[config.mk]
export PLATFORM = sky130hd
export DESIGN_NAME = stage_watchdog
export DESIGN_NICKNAME = d
export VERILOG_FILES = /design/src/rtl/stage_watchdog.sv
export SDC_FILE = /design/constraint.sdc
export NUM_CORES = 1
export LEC_CHECK = 0
export ABC_AREA = 1
export ABC_CLOCK_PERIOD_IN_PS = 5800
export BUFFER_PORTS_ARGS = -buffer_cell sky130_fd_sc_hd__buf_2
export CORE_ASPECT_RATIO = 0.7
export CORE_UTILIZATION = 35
export CTS_BUF_LIST = sky130_fd_sc_hd__clkbuf_8
export CTS_CLUSTER_SIZE = 16
export DETAILED_ROUTE_END_ITERATION = 12
export HOLD_SLACK_MARGIN = 0.15
export PLACE_DENSITY = 0.63
export REMOVE_ABC_BUFFERS = 1
export SKIP_CTS_REPAIR_TIMING = 1
export SYNTH_ARGS = -nofsm -noshare
export SYNTH_HDL_FRONTEND = slang
export SYNTH_SLANG_ARGS = --single-unit
[constraint.sdc]
create_clock -name clk -period 5.8 [get_ports clk]
set_input_delay 0.58 -clock clk [delete_from_list [all_inputs] [get_ports clk]]
set_output_delay 0.58 -clock clk [all_outputs]
set_load 0.05 [all_outputs]
[src/rtl/stage_watchdog.sv]
module stage_watchdog #(
  parameter int          TMR_W      = 29,
  parameter int          ADDR_W     = 5,
  parameter logic [15:0] UNLOCK_KEY = 16'hC45A
) (
  input  logic              clk,
  input  logic              rst_n,
  input  logic              wr_en,
  input  logic              rd_en,
  input  logic [ADDR_W-1:0] addr,
  input  logic [31:0]       wdata,
  output logic [31:0]       rdata,
  output logic              rd_valid,
  output logic              irq_o,
  output logic              sys_rst_o
);
  localparam int CNT_W = 8;
  localparam int EXP_W = 2;
  localparam logic [2:0] SEL_CFG = 3'd0;
  localparam logic [2:0] SEL_STS = 3'd1;
  localparam logic [2:0] SEL_CMD = 3'd2;
  localparam logic [2:0] SEL_KEY = 3'd3;
  localparam logic [2:0] SEL_TMR = 3'd4;
  localparam logic [EXP_W-1:0] LAST_STAGE = '1;

  logic [2:0] sel;
  assign sel = addr[4:2];

  logic wr_cfg, wr_sts, wr_cmd, wr_key, wr_tmr;
  assign wr_cfg = wr_en && sel == SEL_CFG;
  assign wr_sts = wr_en && sel == SEL_STS;
  assign wr_cmd = wr_en && sel == SEL_CMD;
  assign wr_key = wr_en && sel == SEL_KEY;
  assign wr_tmr = wr_en && sel == SEL_TMR;

  logic             tmr_en, tmr_rep;
  logic [TMR_W-1:0] tmr_per, tmr_cnt;
  logic             tick;

  logic [3:0]       cfg_src;
  logic [CNT_W-1:0] cfg_period;
  logic             cfg_irq_en, cfg_rst_en;

  logic             running, unlocked, irq_flag;
  logic [CNT_W-1:0] count;
  logic [EXP_W-1:0] exp_cnt;

  logic do_start, do_stop, cmd_hit, expire, fire;
  assign do_stop  = wr_cmd && wdata[1] && unlocked;
  assign do_start = wr_cmd && wdata[0] && !do_stop;
  assign cmd_hit  = do_start || do_stop;
  assign tick     = tmr_en && (tmr_per != '0) && (tmr_cnt == tmr_per - 1'b1);
  assign expire   = running && tick && (count <= CNT_W'(1)) && !cmd_hit;
  assign fire     = expire && (exp_cnt == LAST_STAGE) && cfg_rst_en;

  logic unused_bits;
  assign unused_bits = ^{wdata, addr};

  always_ff @(posedge clk or negedge rst_n) begin
    if (!rst_n) begin
      tmr_en <= 1'b0; tmr_rep <= 1'b0; tmr_per <= '0; tmr_cnt <= '0;
    end else if (fire) begin
      tmr_en <= 1'b0; tmr_rep <= 1'b0; tmr_per <= '0; tmr_cnt <= '0;
    end else if (wr_tmr) begin
      tmr_en  <= wdata[31];
      tmr_rep <= wdata[30];
      tmr_per <= wdata[TMR_W-1:0];
      tmr_cnt <= '0;
    end else if (tick) begin
      tmr_cnt <= '0;
      if (!tmr_rep) tmr_en <= 1'b0;
    end else if (tmr_en && tmr_per != '0) begin
      tmr_cnt <= tmr_cnt + 1'b1;
    end
  end

  always_ff @(posedge clk or negedge rst_n) begin
    if (!rst_n) begin
      cfg_src <= '0; cfg_period <= '0; cfg_irq_en <= 1'b0; cfg_rst_en <= 1'b0;
    end else if (fire) begin
      cfg_src <= '0; cfg_period <= '0; cfg_irq_en <= 1'b0; cfg_rst_en <= 1'b0;
    end else if (wr_cfg) begin
      cfg_src    <= wdata[3:0];
      cfg_period <= wdata[11:4];
      cfg_irq_en <= wdata[12];
      cfg_rst_en <= wdata[15];
    end
  end

  always_ff @(posedge clk or negedge rst_n) begin
    if (!rst_n) begin
      running <= 1'b0; count <= '0; exp_cnt <= '0;
    end else if (fire) begin
      running <= 1'b0; count <= '0; exp_cnt <= '0;
    end else if (do_stop) begin
      running <= 1'b0;
    end else if (do_start) begin
      running <= 1'b1;
      count   <= cfg_period;
      exp_cnt <= '0;
    end else if (expire) begin
      count   <= cfg_period;
      exp_cnt <= exp_cnt + 1'b1;
    end else if (running && tick) begin
      count <= count - 1'b1;
    end
  end

  always_ff @(posedge clk or negedge rst_n) begin
    if (!rst_n)       unlocked <= 1'b0;
    else if (fire)    unlocked <= 1'b0;
    else if (wr_key)  unlocked <= (wdata[15:0] == UNLOCK_KEY);
    else if (wr_en)   unlocked <= 1'b0;
  end

  always_ff @(posedge clk or negedge rst_n) begin
    if (!rst_n)                                           irq_flag <= 1'b0;
    else if (fire)                                        irq_flag <= 1'b0;
    else if (expire && cfg_irq_en && exp_cnt != LAST_STAGE) irq_flag <= 1'b1;
    else if (wr_sts && wdata[14])                         irq_flag <= 1'b0;
  end

  always_ff @(posedge clk or negedge rst_n) begin
    if (!rst_n) sys_rst_o <= 1'b0;
    else        sys_rst_o <= fire;
  end

  assign irq_o = irq_flag;

  logic [31:0] rd_word;
  always_comb begin
    rd_word = '0;
    case (sel)
      SEL_CFG: rd_word = (32'(cfg_rst_en) << 15) | (32'(cfg_irq_en) << 12) |
                         (32'(cfg_period) << 4) | 32'(cfg_src);
      SEL_STS: rd_word = (32'(irq_flag) << 14) | (32'(exp_cnt) << 12) |
                         (32'(count) << 4) | 32'(running);
      SEL_TMR: rd_word = (32'(tmr_en) << 31) | (32'(tmr_rep) << 30) | 32'(tmr_per);
      default: rd_word = '0;
    endcase
  end

  always_ff @(posedge clk or negedge rst_n) begin
    if (!rst_n) begin
      rdata <= '0; rd_valid <= 1'b0;
    end else begin
      rd_valid <= rd_en;
      if (rd_en) rdata <= rd_word;
    end
  end
endmodule

# == Word level (Yosys, flattened, before mapping) ==
# Cells that the tools add are included.
# classes
order_cmp,1
addsub,4
n_reduce_logical,36
bitwise_logic,8
muxes,39
n_eq_ne,10
# ops
cell,n
$mux W29,6
$pmux W32 S3,1
$mux W8,7
$or A32 B29 Y32,1
$or A32 B31 Y32,1
$add A29 B1 Y29 const B,1
$eq A29 B29 Y1,1
$reduce_bool A29 Y1,1
$sub A29 B1 Y29 const B,1
$logic_and A1 B1 Y1,19
$mux W1,19
$eq A16 B16 Y1 const B,1
$or A16 B12 Y16,1
$or A16 B13 Y16,1
$or A16 B4 Y16,1
$or A15 B1 Y15,1
$or A15 B12 Y15,1
$or A15 B14 Y15,1
$reduce_bool A3 Y1,5
$le A8 B1 Y1 const B,1
$mux W2,4
$mux W4,2
$reduce_bool A4 Y1,2
$sub A8 B1 Y8 const B,1
other kinds (13),18
# word_totals
reg_bits,121
elab_cells,114
output_inout_bits,35
inputBits,41

# == Logic depth before layout (Yosys ltp) ==
# Gate-level depths: netlist (run 1).
# logic_depth
ltp_word,13
ltp_mapped,20
mapped_depth_nobuf,20

# == Worst setup path after synthesis (run 1) ==
# OpenSTA, ideal clock, no wires.
# synth_timing
path_kind,register to register
startpoint,register tmr_per[0]
endpoint,register tmr_cnt[13]
path_stages_with_launch,17
setup_slack_ns,3.368
period_less_slack_ns,2.432
arrival_ns,2.310
path_buffers,2
setup_time_ns,0.122
required_time_ns,5.678
path_cell_list,dfrtp_1 inv_1 ha_1 nand2_4 nor2_8 nand2_2 nor2_1 xor2_1 nand4_1 inv_2 nand2_1 nor2_2 nand4_2 nand3_1 buf_4 buf_6 nor2_1
# synth_via
elab_chain_len,9
word_cells_on_any_way,14
classes_between,1 x add/sub; 1 x eq/ne; 3 x mux; 9 x reduce/logical
# synth_rtl
element,line,text
from (decl),37,"logic [TMR_W-1:0] tmr_per, tmr_cnt;"
from (signal assigned),67,tmr_per <= wdata[TMR_W-1:0];
$sub A29 B1 Y29 / $reduce_bool A29 Y1 (equally long branches),"52, 72",
$eq A29 B29 Y1 / $logic_and A1 B1 Y1 (equally long branches),"52, 72",
$logic_and A1 B1 Y1,52,assign tick = tmr_en && (tmr_per != '0) && (tmr_cnt == tmr_per - 1'b1);
$logic_and A1 B1 Y1 (3 in a row),53,assign expire = running && tick && (count <= CNT_W'(1)) && !cmd_hit;
$logic_and A1 B1 Y1 (2 in a row),54,assign fire = expire && (exp_cnt == LAST_STAGE) && cfg_rst_en;
$reduce_bool A4 Y1 (no line) / $mux W29 (equally long branches),-,
to (signal assigned),73,tmr_cnt <= tmr_cnt + 1'b1;
to (decl),37,
# Several ways; a longest one is shown, not always the timed one.
# A chain may end at the register's enable or synchronous reset.

# == Final worst setup path (run 1) ==
# layout_timing
startpoint,register tmr_per[0]
endpoint,register cfg_src[3]
# layout_via
elab_chain_len,9
word_cells_on_any_way,12
classes_between,1 x add/sub; 1 x eq/ne; 1 x mux; 9 x reduce/logical
# layout_rtl
element,line,text
$sub A29 B1 Y29 / $reduce_bool A29 Y1 (equally long branches),52,
$eq A29 B29 Y1 / $logic_and A1 B1 Y1 (equally long branches),52,
$logic_and A1 B1 Y1 *,52,
$logic_and A1 B1 Y1 * (3 in a row),53,
$logic_and A1 B1 Y1 * (2 in a row),54,
$mux W4 / $reduce_bool A2 Y1 (equally long branches),-,
to (signal assigned),83,cfg_src <= wdata[3:0];
to (decl),40,logic [3:0] cfg_src;
# Every way passes the cells marked *; elsewhere a longest branch is shown, timed or not.

==> results.yml, run 1 <==
yosys:
  synth_top_area_share_pct: 40.98
  post-synth-top-area-cell: "dfrtp_1"
  synthAdderAreaFrac_pct: 1.025
  ys_seq_area_share_pct: 40.98
  synth_top_family_by_area: "simple AND/OR/NAND/NOR gates"
  synth_cell_types: 43
  ys.flop_type: "dfrtp_1"
  syn_area_um2: 7327
  synth_area_per_cell_um2: 7.546
  synth-seq-cells: 120
  synthTopCellsByArea: "dfrtp_1 41%, nand2_1 11%, nand3_1 8.5%"
  synth-simple-area-share_pct: 34.10
  synth-compound-area-share_pct: 5.960
  yosysWarnings: 0
  synth_edf_count: 0
  synth_xor_area_share_pct: 6.438
  synthMuxAreaShare_pct: 2.459
  synthCells: 971
  async_reset_ff_share_pct: 100.0
placed_design:
  placed_cell_area_um2: 7851
  io_buffers: 71
  post-place-ws_ps: 2237
  dp_hpwl_um: 14860
  dpl.cell_count: 1281
  place_congestion: 0.8961
pwr:
  peakVddDrop_uv: 156.6
  leakage_nw: 4.091
  clock_power_share_pct: 30.1
  power_frac_seq_pct: 42.0
  p_switching_uw: 991.9
  intPower_mw: 1.611
  power_frac_comb_pct: 27.9
  p_total_mw: 2.603
  swShare_pct: 38.11
  p_per_area_nw_per_um2: 315.2
worst_setup_path:
  crit_fanout: 31
  end_kind: "flop"
  path_class: "flop to flop"
  cp.arrival_ps: 3940
  required_ps: 6080
  cp-start-kind: "flop"
drt:
  drt-total-wl_um: 20040
  via_per_inst: 5.078
  drtPass1Iterations: 5
  avgRoutedWirePerCell_um: 15.27
  vias: 6667
  drtAntennaViolNets: 0
  drtIter0Drc: 492
  drcViolationCount: 0
sta:
  fmax_mhz: 273.3
  skew_ps: 17.80
  maxSlewHeadroom_pct: 28.41
  setup_viol: 0
  hold_viol_final: 0
  hold_slack_ps: 169.9
  worst_slack_ps: 2141
  post-route-period-util_pct: 63.08
  setup_tns_ps: 0
  rsz0062_at_grt: "no"
  min_period_ps: 3659
  drv_slew: 0
  worst_slew_pin_slew_ps: 1073
clock_tree:
  clk_latency_ps: 450
  clk_pin_slew_ps: 80
  clock-root-buffer: "clkbuf_8"
  cts.sink_count: 120
  htreeDepth: 4
  clockBufferDepth: 2
  cts_tree: "done"
  cts_buffers: 17
layout:
  final_cell_area_um2: 8258
  antennaDiodeCount: 0
  finalNetCount: 1077
  area_delta_synth_final_pct: 12.70
  drive_above_1_share_pct: 15.15
  fin_cells: 1313
  fillers: 2108
  final_util_pct: 40.93
die:
  fp-row-count: 43
  coreArea_um2: 20180
  initial_utilization_pct: 36.32
  die_w_um: 174.9
  die_y_um: 123.1
  io_pins: 76
  dieArea_um2: 21530
min_path:
  hp-class: "input pin to asynchronous set/reset pin"
job:
  max-cap-violations: 0
grt:
  grt-ovfl-total: 0
  antenna_found_initial: 0
  grt_pass1_wl_um: 32910
  grt_max_degree: 67
  first_global_vias: 6232
  grt_usage_pct: 19.55
outcome:
  status: "finished clean"
layer usage:
layer  share of wire (%)  up-vias  track usage, %
met4                 1.1        0           4.293
li1                    -     3257               -
met1                  52     3146           30.08
met2                  40      240           27.68
met3                 6.8       24           3.998
met5                   0        -               0
layout by cell type, fill, tap and decap left out, types with 3 or more instances in the layout:
master    synthesis  layout
a211oi_1         14      14
a21oi_1           4       4
buf_2             4      70
buf_4             4       7
clkbuf_8          0      19
clkinv_2          0       3
clkinv_4          0       6
dfrtp_1         120     120
ha_1              6       6
inv_1           113     113
mux2_2           16      16
nand2_1         223     223
nand2_2           5       5
nand3_1         125     125
nand3b_1          7       7
nand4_1          23      23
nor2_1          130     129
nor2_2           11      12
nor2_4            3       3
nor3_1           10      10
nor4_1            7       7
o21ai_0          25      25
o21bai_1          3       3
o221ai_1          8       8
o22ai_1           4       4
xnor2_1          17      17
xor2_1           35      35
power by group through the flow:
stage	sequential [mW]	combinational, mW	clock (mW)
after floorplan	1.13	0.481	0
after global placement	1.10	0.707	0
after detailed placement	1.11	0.721	0
after CTS	1.09	0.726	0.800
after global routing	1.11	0.820	0.840
final	1.09	0.727	0.784
cells in the mapped netlist, types with 8 or more instances:
| library cell | n |
|---|---|
| nand2_1 | 223 |
| nor2_1 | 130 |
| nand3_1 | 125 |
| dfrtp_1 | 120 |
| inv_1 | 113 |
| xor2_1 | 35 |
| o21ai_0 | 25 |
| nand4_1 | 23 |
| clkbuf_1 | 18 |
| xnor2_1 | 17 |
| mux2_2 | 16 |
| a211oi_1 | 14 |
| nor2_2 | 11 |
| nor3_1 | 10 |
| buf_6 | 8 |
| o221ai_1 | 8 |
cell type report:
type                       count  area [um2]  share of cell area (%)
clock buffer                  19       261.5                   3.167
clock inverter                13       145.1                   1.758
inverter                     117       439.2                   5.318
multi-input combinational    697        3669                   44.42
sequential                   120        3003                   36.36
tap                          270       337.8                   4.091
timing repair buffer          77       402.9                   4.879
final timing paths:
check	slack [ps]	end	startpoint	cells past startpoint
worst max-delay path	2140	cfg_src[3]$_DFFE_PN0P_	tmr_per[0]$_DFFE_PN0P_	14
worst min-delay path	170	rd_valid$_DFF_PN0_	rst_n	1
worst max register to register	2140	cfg_src[3]$_DFFE_PN0P_	tmr_per[0]$_DFFE_PN0P_	14
worst min register to register	510	rdata[12]$_DFFE_PN0P_	rdata[12]$_DFFE_PN0P_	1
max in group asynchronous	4310	cfg_src[3]$_DFFE_PN0P_	rst_n	2
min in group clk	370	tmr_per[17]$_DFFE_PN0P_	wdata[17]	3
worst max-delay path: stages (launching register included):
cell	delay, ps
dfrtp_1	410
inv_1	150
ha_1	360
nand2_4	130
nor2_8	200
nand2_2	80
nor2_1	130
xor2_1	180
nand4_1	190
inv_2	80
nand2_1	60
nor2_2	140
nand4_2	650
inv_2	620
a211oi_1	110
registers in the layout, indices dropped and copies added (netlist names), 2 cells and up:
signal and cells:
cfg_period 8, cfg_src 4, count 8, exp_cnt 2, rdata 31, tmr_cnt 29
tmr_per 29
cells by family after synthesis:
family | count (synthesis)
AND/OR/NAND/NOR | 554
buffers and inverters | 154
flip-flops | 120
AO/OA/AOI/OAI | 67
XOR/XNOR | 53
multiplexers | 16
adder cells (fa/ha/maj) | 6
other | 1
Note: power is estimated with default switching activity, not from simulation.
==> run 2: changes to the inputs <==
ABC_CLOCK_PERIOD_IN_PS = 3500   (was 5800)
clock period = 3.5 ns   (was 5.8 ns; I/O delays follow)
==> run 2 against run 1 <==
Routed wire length is 1.5% lower; clock skew is 3.7 ps lower; critical path depth is 4 higher; combinational power is 66% higher; non-clock buffer count is 6 higher; via count is 1.1% lower; global-route usage is 0.28 points lower; register-to-register slack worse by 1600 ps; sequential share of layout area is 0.35 points lower; largest cell class unchanged.
==> results.yml, run 2 (synthesis results as in run 1) <==
layout:
  multi_input_area_um2: 3671
  final_cell_area_um2: 8338
  top_register: "rdata"
  area_delta_synth_final_pct: 13.80
  reg_top3: "rdata: 31 flops, tmr_cnt: 29 flops, tmr_per: 29 flops"
  drive_above_1_share_pct: 15.35
  antennaDiodeCount: 0
  fillers: 2068
  regArea_um2: 3003
  final_common_cell: "nand2_1"
  final_cell_mix: "222 x nand2_1, 129 x nor2_1, 125 x nand3_1, 120 x dfrtp_1, 114 x inv_1"
  finalNetCount: 1083
  fin_cells: 1319
  largest_reg_flops: 31
drt:
  avgRoutedWirePerCell_um: 14.97
  vias: 6595
  drt-total-wl_um: 19740
  drtIter0Drc: 569
  drtPass1Iterations: 5
  drtAntennaViolNets: 0
  via_per_inst: 5.000
  drcViolationCount: 0
clock_tree:
  htreeDepth: 4
  clock-root-buffer: "clkbuf_8"
  clk_latency_ps: 440
  clockBufferDepth: 2
  cts_tree: "done"
  cts.sink_count: 120
  clk_pin_slew_ps: 80
  cts_buffers: 17
grt:
  grt-ovfl-total: 0
  grt_pass1_wl_um: 32370
  grt_usage_pct: 19.27
  antenna_found_initial: 0
  grt_max_degree: 80
  first_global_vias: 6036
min_path:
  hp-class: "input pin to flop"
  min_from: "wdata[17]"
worst_setup_path:
  startpoint: "tmr_per[0]$_DFFE_PN0P_"
  rrSetupSlack_ps: 540
  cp.arrival_ps: 3340
  path_buf_inv: 2
  cp-start-kind: "flop"
  path_class: "flop to flop"
  cp_slowest_cell: "dfrtp_1"
  crit_fanout: 11
  required_ps: 3880
  worst_path_most_repeated_cell: "nand2_1"
  end_kind: "flop"
  crit_family: "simple AND/OR/NAND/NOR gates"
  path_cells: "inv_1 > ha_1 > nand3_2 > nor2_4 > nand2_1 > nand2_1 > nand2_1 > nand2_1 > nand2_1 > nor2_1 > nand2_1 > nor2_2 > nand4_2 > nand2_2 > inv_1 > nand2_1 > nand3_1 > nand2_1"
  r2r-start: "tmr_per[0]$_DFFE_PN0P_"
  cpPeakStageDelay_ps: 410
die:
  dieArea_um2: 21530
  die_w_um: 174.9
  io_pins: 76
  die_y_um: 123.1
  coreArea_um2: 20180
  initial_utilization_pct: 36.32
  fp-row-count: 43
sta:
  post-route-period-util_pct: 84.57
  worst_slew_pin_slew_ps: 980.3
  drv_slew: 0
  maxSlewHeadroom_pct: 34.49
  hold_viol_final: 0
  setup_viol: 0
  fmax_mhz: 337.8
  skew_ps: 14.12
  min_period_ps: 2960
  rsz0062_at_grt: "no"
  hold_slack_ps: 158.8
placed_design:
  io_buffers: 71
  place_congestion: 0.9385
  placed_cell_area_um2: 7886
  dpl.cell_count: 1284
  dp_hpwl_um: 14770
pwr:
  p_switching_mw: 1.651
  power_frac_seq_pct: 41.3
  p_per_area_nw_per_um2: 525.0
  swShare_pct: 37.72
  clock_power_share_pct: 31.0
  power_frac_comb_pct: 27.7
  peakVddDrop_uv: 237.1
  intPower_mw: 2.726
  leakage_nw: 4.122
outcome:
  status: "finished clean"
job:
  max-cap-violations: 0
==> run 2: cell types whose count changed in the layout (fill, tap and decap cells not counted), sizes merged <==
cell / delta
clkinv: -5
buf: +3
dlygate4sd3: +3
inv: +3
clkinvlp: +2
bufinv: +1
clkbuf: -1
==> run 2: worst register-to-register path, stage by stage, from the launching register on <==
cell     delay, ps
dfrtp_1        410
inv_1          150
ha_1           360
nand3_2        160
nor2_4         190
nand2_1        110
nand2_1         90
nand2_1         70
nand2_1         80
nand2_1         50
nor2_1         100
nand2_1         70
nor2_2         200
nand4_2        190
nand2_2        270
inv_1          180
nand2_1         90
nand3_1         70
nand2_1         60
==> run 2: through the flow <==
| stage | setup TNS [ps] | setup WS [ps] | util [%] | power (mW) |
|---|---|---|---|---|
| after floorplan | -30270 | -808.1 | - | 2.664 |
| after global routing | 0 | 161.6 | 41.33 | 4.659 |
| final | 0 | 540.0 | 41.33 | 4.377 |
| after global placement | 0 | 443.8 | 39.09 | 3.007 |
| after CTS | 0 | 369.9 | 41.17 | 4.397 |
| after detailed placement | 0 | 398.2 | 39.09 | 3.029 |
==> run 2: worst paths after layout <==
kind	endpoint	depth (start not counted)
setup / recovery	count[6]$_DFFE_PN0P_	18
hold / removal	tmr_per[17]$_DFFE_PN0P_	3
setup reg to reg	count[6]$_DFFE_PN0P_	18
hold reg to reg	rdata[14]$_DFFE_PN0P_	1
max in group asynchronous	tmr_cnt[10]$_DFFE_PN0P_	3
min in group asynchronous	rdata[30]$_DFFE_PN0P_	2
==> run 2: power groups by stage <==
stage / clock, mW / combinational [mW] / sequential [mW]
after floorplan: 0 / 0.797 / 1.87
after global placement: 0 / 1.18 / 1.83
after detailed placement: 0 / 1.20 / 1.83
after CTS: 1.39 / 1.20 / 1.80
after global routing: 1.46 / 1.36 / 1.84
final: 1.36 / 1.21 / 1.81
==> run 2: area by class of cell <==
type	count	share of cell area, %
tap	270	4.052
multi-input combinational	697	44.03
sequential	120	36.01
inverter	117	5.267
timing repair buffer	83	5.612
clock inverter	14	2.056
clock buffer	18	2.971
==> run 2: layer usage <==
layer / share of wire [%] / global-route usage, %
met1: 53 / 30.45
met2: 39 / 26.39
met5: 0 / 0
met3: 7.8 / 3.813
met4: 0.72 / 4.185
==> run 3: changes to the inputs <==
ABC_CLOCK_PERIOD_IN_PS = 2450   (was 3500)
PLACE_DENSITY = 0.65   (was 0.63)
clock period = 2.45 ns   (was 3.5 ns; I/O delays follow)
==> run 3 against run 2 <==
The run now ends with negative setup slack left; routed wire length up 12%; clock skew up 1.2 ps; final cell count up 9.0%; utilization up 6.4 points; critical path depth down 2; non-clock buffer count up 119; setup slack worse by 660 ps; sequential share of layout area down 4.8 points; flip-flop and latch count unchanged; global-route usage up 0.93 points; hold slack worse by 20 ps; critical path type unchanged; highest routed layer unchanged.
==> results.yml, run 3 (synthesis results as in run 1) <==
die:
  coreArea_um2: 20180
  dieArea_um2: 21530
  initial_utilization_pct: 36.32
  die_y_um: 123.1
  fp-row-count: 43
  die_w_um: 174.9
  io_pins: 76
placed_design:
  placed_cell_area_um2: 8459
  place_congestion: 0.9517
  dp_hpwl_um: 15650
  io_buffers: 71
grt:
  met1_usage_pct: 30.44
  first_global_vias: 6492
  grt_max_degree: 43
  grt_usage_pct: 20.20
  grt_pass1_wl_um: 33910
  antenna_found_initial: 0
  grt-ovfl-total: 0
  use_met2_pct: 29.19
  top_usage_layer: "met1"
  use_met3_pct: 4.397
sta:
  skew_ps: 15.34
  worst_slew_pin_slew_ps: 729.1
  rsz0062_at_grt: "yes"
  setup_tns_ps: -6386
  min_period_ps: 2574
  drv_slew: 0
  maxSlewHeadroom_pct: 51.39
  worst_slack_ps: -124.4
  post-route-period-util_pct: 105.1
  fmax_mhz: 388.4
  setup_viol: 86
  hold_viol_final: 0
job:
  max-cap-violations: 0
worst_setup_path:
  cp-start-kind: "flop"
  path_buf_inv: 4
  r2r-start: "tmr_per[2]$_DFFE_PN0P_"
  cpPeakStageDelay_ps: 460
  cp.arrival_ps: 2910
  path_class: "flop to flop"
  required_ps: 2780
  rrSetupSlack_ps: -120
  crit_family: "simple AND/OR/NAND/NOR gates"
  cp_slowest_cell: "dfrtp_2"
  path_cells: "nor2_4 > nand3_4 > nor2_4 > buf_6 > xor2_1 > nand2_1 > nor2_1 > nand2_1 > nor2_1 > nand2_1 > nor2_4 > nand4_4 > buf_6 > inv_8 > clkbuf_16 > a211oi_1"
  crit_fanout: 7
  r2r_cells: 16
  end_kind: "flop"
  r2r_end: "cfg_period[0]$_DFFE_PN0P_"
drt:
  via_per_inst: 5.038
  avgRoutedWirePerCell_um: 15.32
  drtIter0Drc: 639
  drtAntennaViolNets: 0
  drt-total-wl_um: 22030
  drcViolationCount: 0
  drtPass1Iterations: 5
  vias: 7244
clock_tree:
  cts_buffers: 17
  cts.sink_count: 120
  htreeDepth: 4
  clock-root-buffer: "clkbuf_8"
  clockBufferDepth: 2
  clk_pin_slew_ps: 90
  cts_tree: "done"
  clk_latency_ps: 450
min_path:
  min_from: "wr_en"
  min_to: "unlocked$_DFFE_PN0P_"
  holdPathStages: 4
  hp-class: "input pin to flop"
layout:
  final_common_cell: "nand2_1"
  reg_top3: "rdata: 31 flops, tmr_cnt: 29 flops, tmr_per: 29 flops"
  area_delta_synth_final_pct: 31.51
  antennaDiodeCount: 0
  final_cell_area_um2: 9635
  final_util_pct: 47.76
  fillers: 1972
  top_register: "rdata"
  final_cell_mix: "217 x nand2_1, 122 x nand3_1, 114 x nor2_1, 114 x dfrtp_1, 109 x inv_1"
  largest_reg_flops: 31
  drive_above_1_share_pct: 25.34
  finalNetCount: 1202
outcome:
  violations: "negative setup slack"
  status: "finished, violations left"
pwr:
  p_total_mw: 6.811
  peakVddDrop_uv: 389.1
  p_per_area_nw_per_um2: 706.8
  leakage_nw: 4.753
-- run 3: report_power, final --
| group | internal, mW | leakage [nW] | switching (mW) |
|---|---|---|---|
| registers | 2.26 | 1.54 | 0.308 |
| clock network | 1.07 | 0.210 | 0.910 |
| logic | 0.945 | 3.00 | 1.32 |
| total | 4.27 | 4.75 | 2.54 |
-- run 3: tightest hold or removal path: stages --
cell and delay [ps]:
buf_2 110, inv_1 70, nand2_1 70, a21oi_2 50
-- run 3: per-layer routing --
layer  share of wire [%]  vias to the layer above
met2                  41                      281
met1                  50                     3427
met3                 7.5                       28
li1                    -                     3508
met5                   0                        -
met4                 1.3                        0
-- run 3: worst max-delay path by stage --
stage	cells after the start	from	endpoint	slack [ps]
2_1_floorplan	8	addr[3]	tmr_cnt[21]$_DFFE_PN0P_	-1750
3_3_place_gp	16	tmr_per[0]$_DFFE_PN0P_	count[2]$_DFFE_PN0P_	-150
3_5_place_dp	16	tmr_per[0]$_DFFE_PN0P_	tmr_per[25]$_DFFE_PN0P_	-220
4_1_cts	18	tmr_per[0]$_DFFE_PN0P_	tmr_per[25]$_DFFE_PN0P_	-250
5_1_grt	16	tmr_per[19]$_DFFE_PN0P_	cfg_period[0]$_DFFE_PN0P_	-240
6_report	16	tmr_per[2]$_DFFE_PN0P_	cfg_period[0]$_DFFE_PN0P_	-120
-- run 3: metrics by stage --
step | std cells | hold WS (ps) | setup WS (ps)
2_1_floorplan | 934 | -50.59 | -1753
3_3_place_gp | 1357 | 242.4 | -154.6
3_5_place_dp | 1357 | 247.2 | -221.8
4_1_cts | 1389 | -246.2 | -250.1
5_1_grt | 1438 | 160.8 | -242.5
6_report | 1438 | 139.0 | -124.4
-- run 3: area by class of cell --
cell class                 count  area (um2)  area share (%)
clock inverter                13       166.4           1.727
multi-input combinational    697        3876           40.23
clock buffer                  19       261.5           2.714
sequential                   120        3010           31.24
inverter                     117       446.7           4.636
timing repair buffer         202        1536           15.95
tap                          270       337.8           3.506
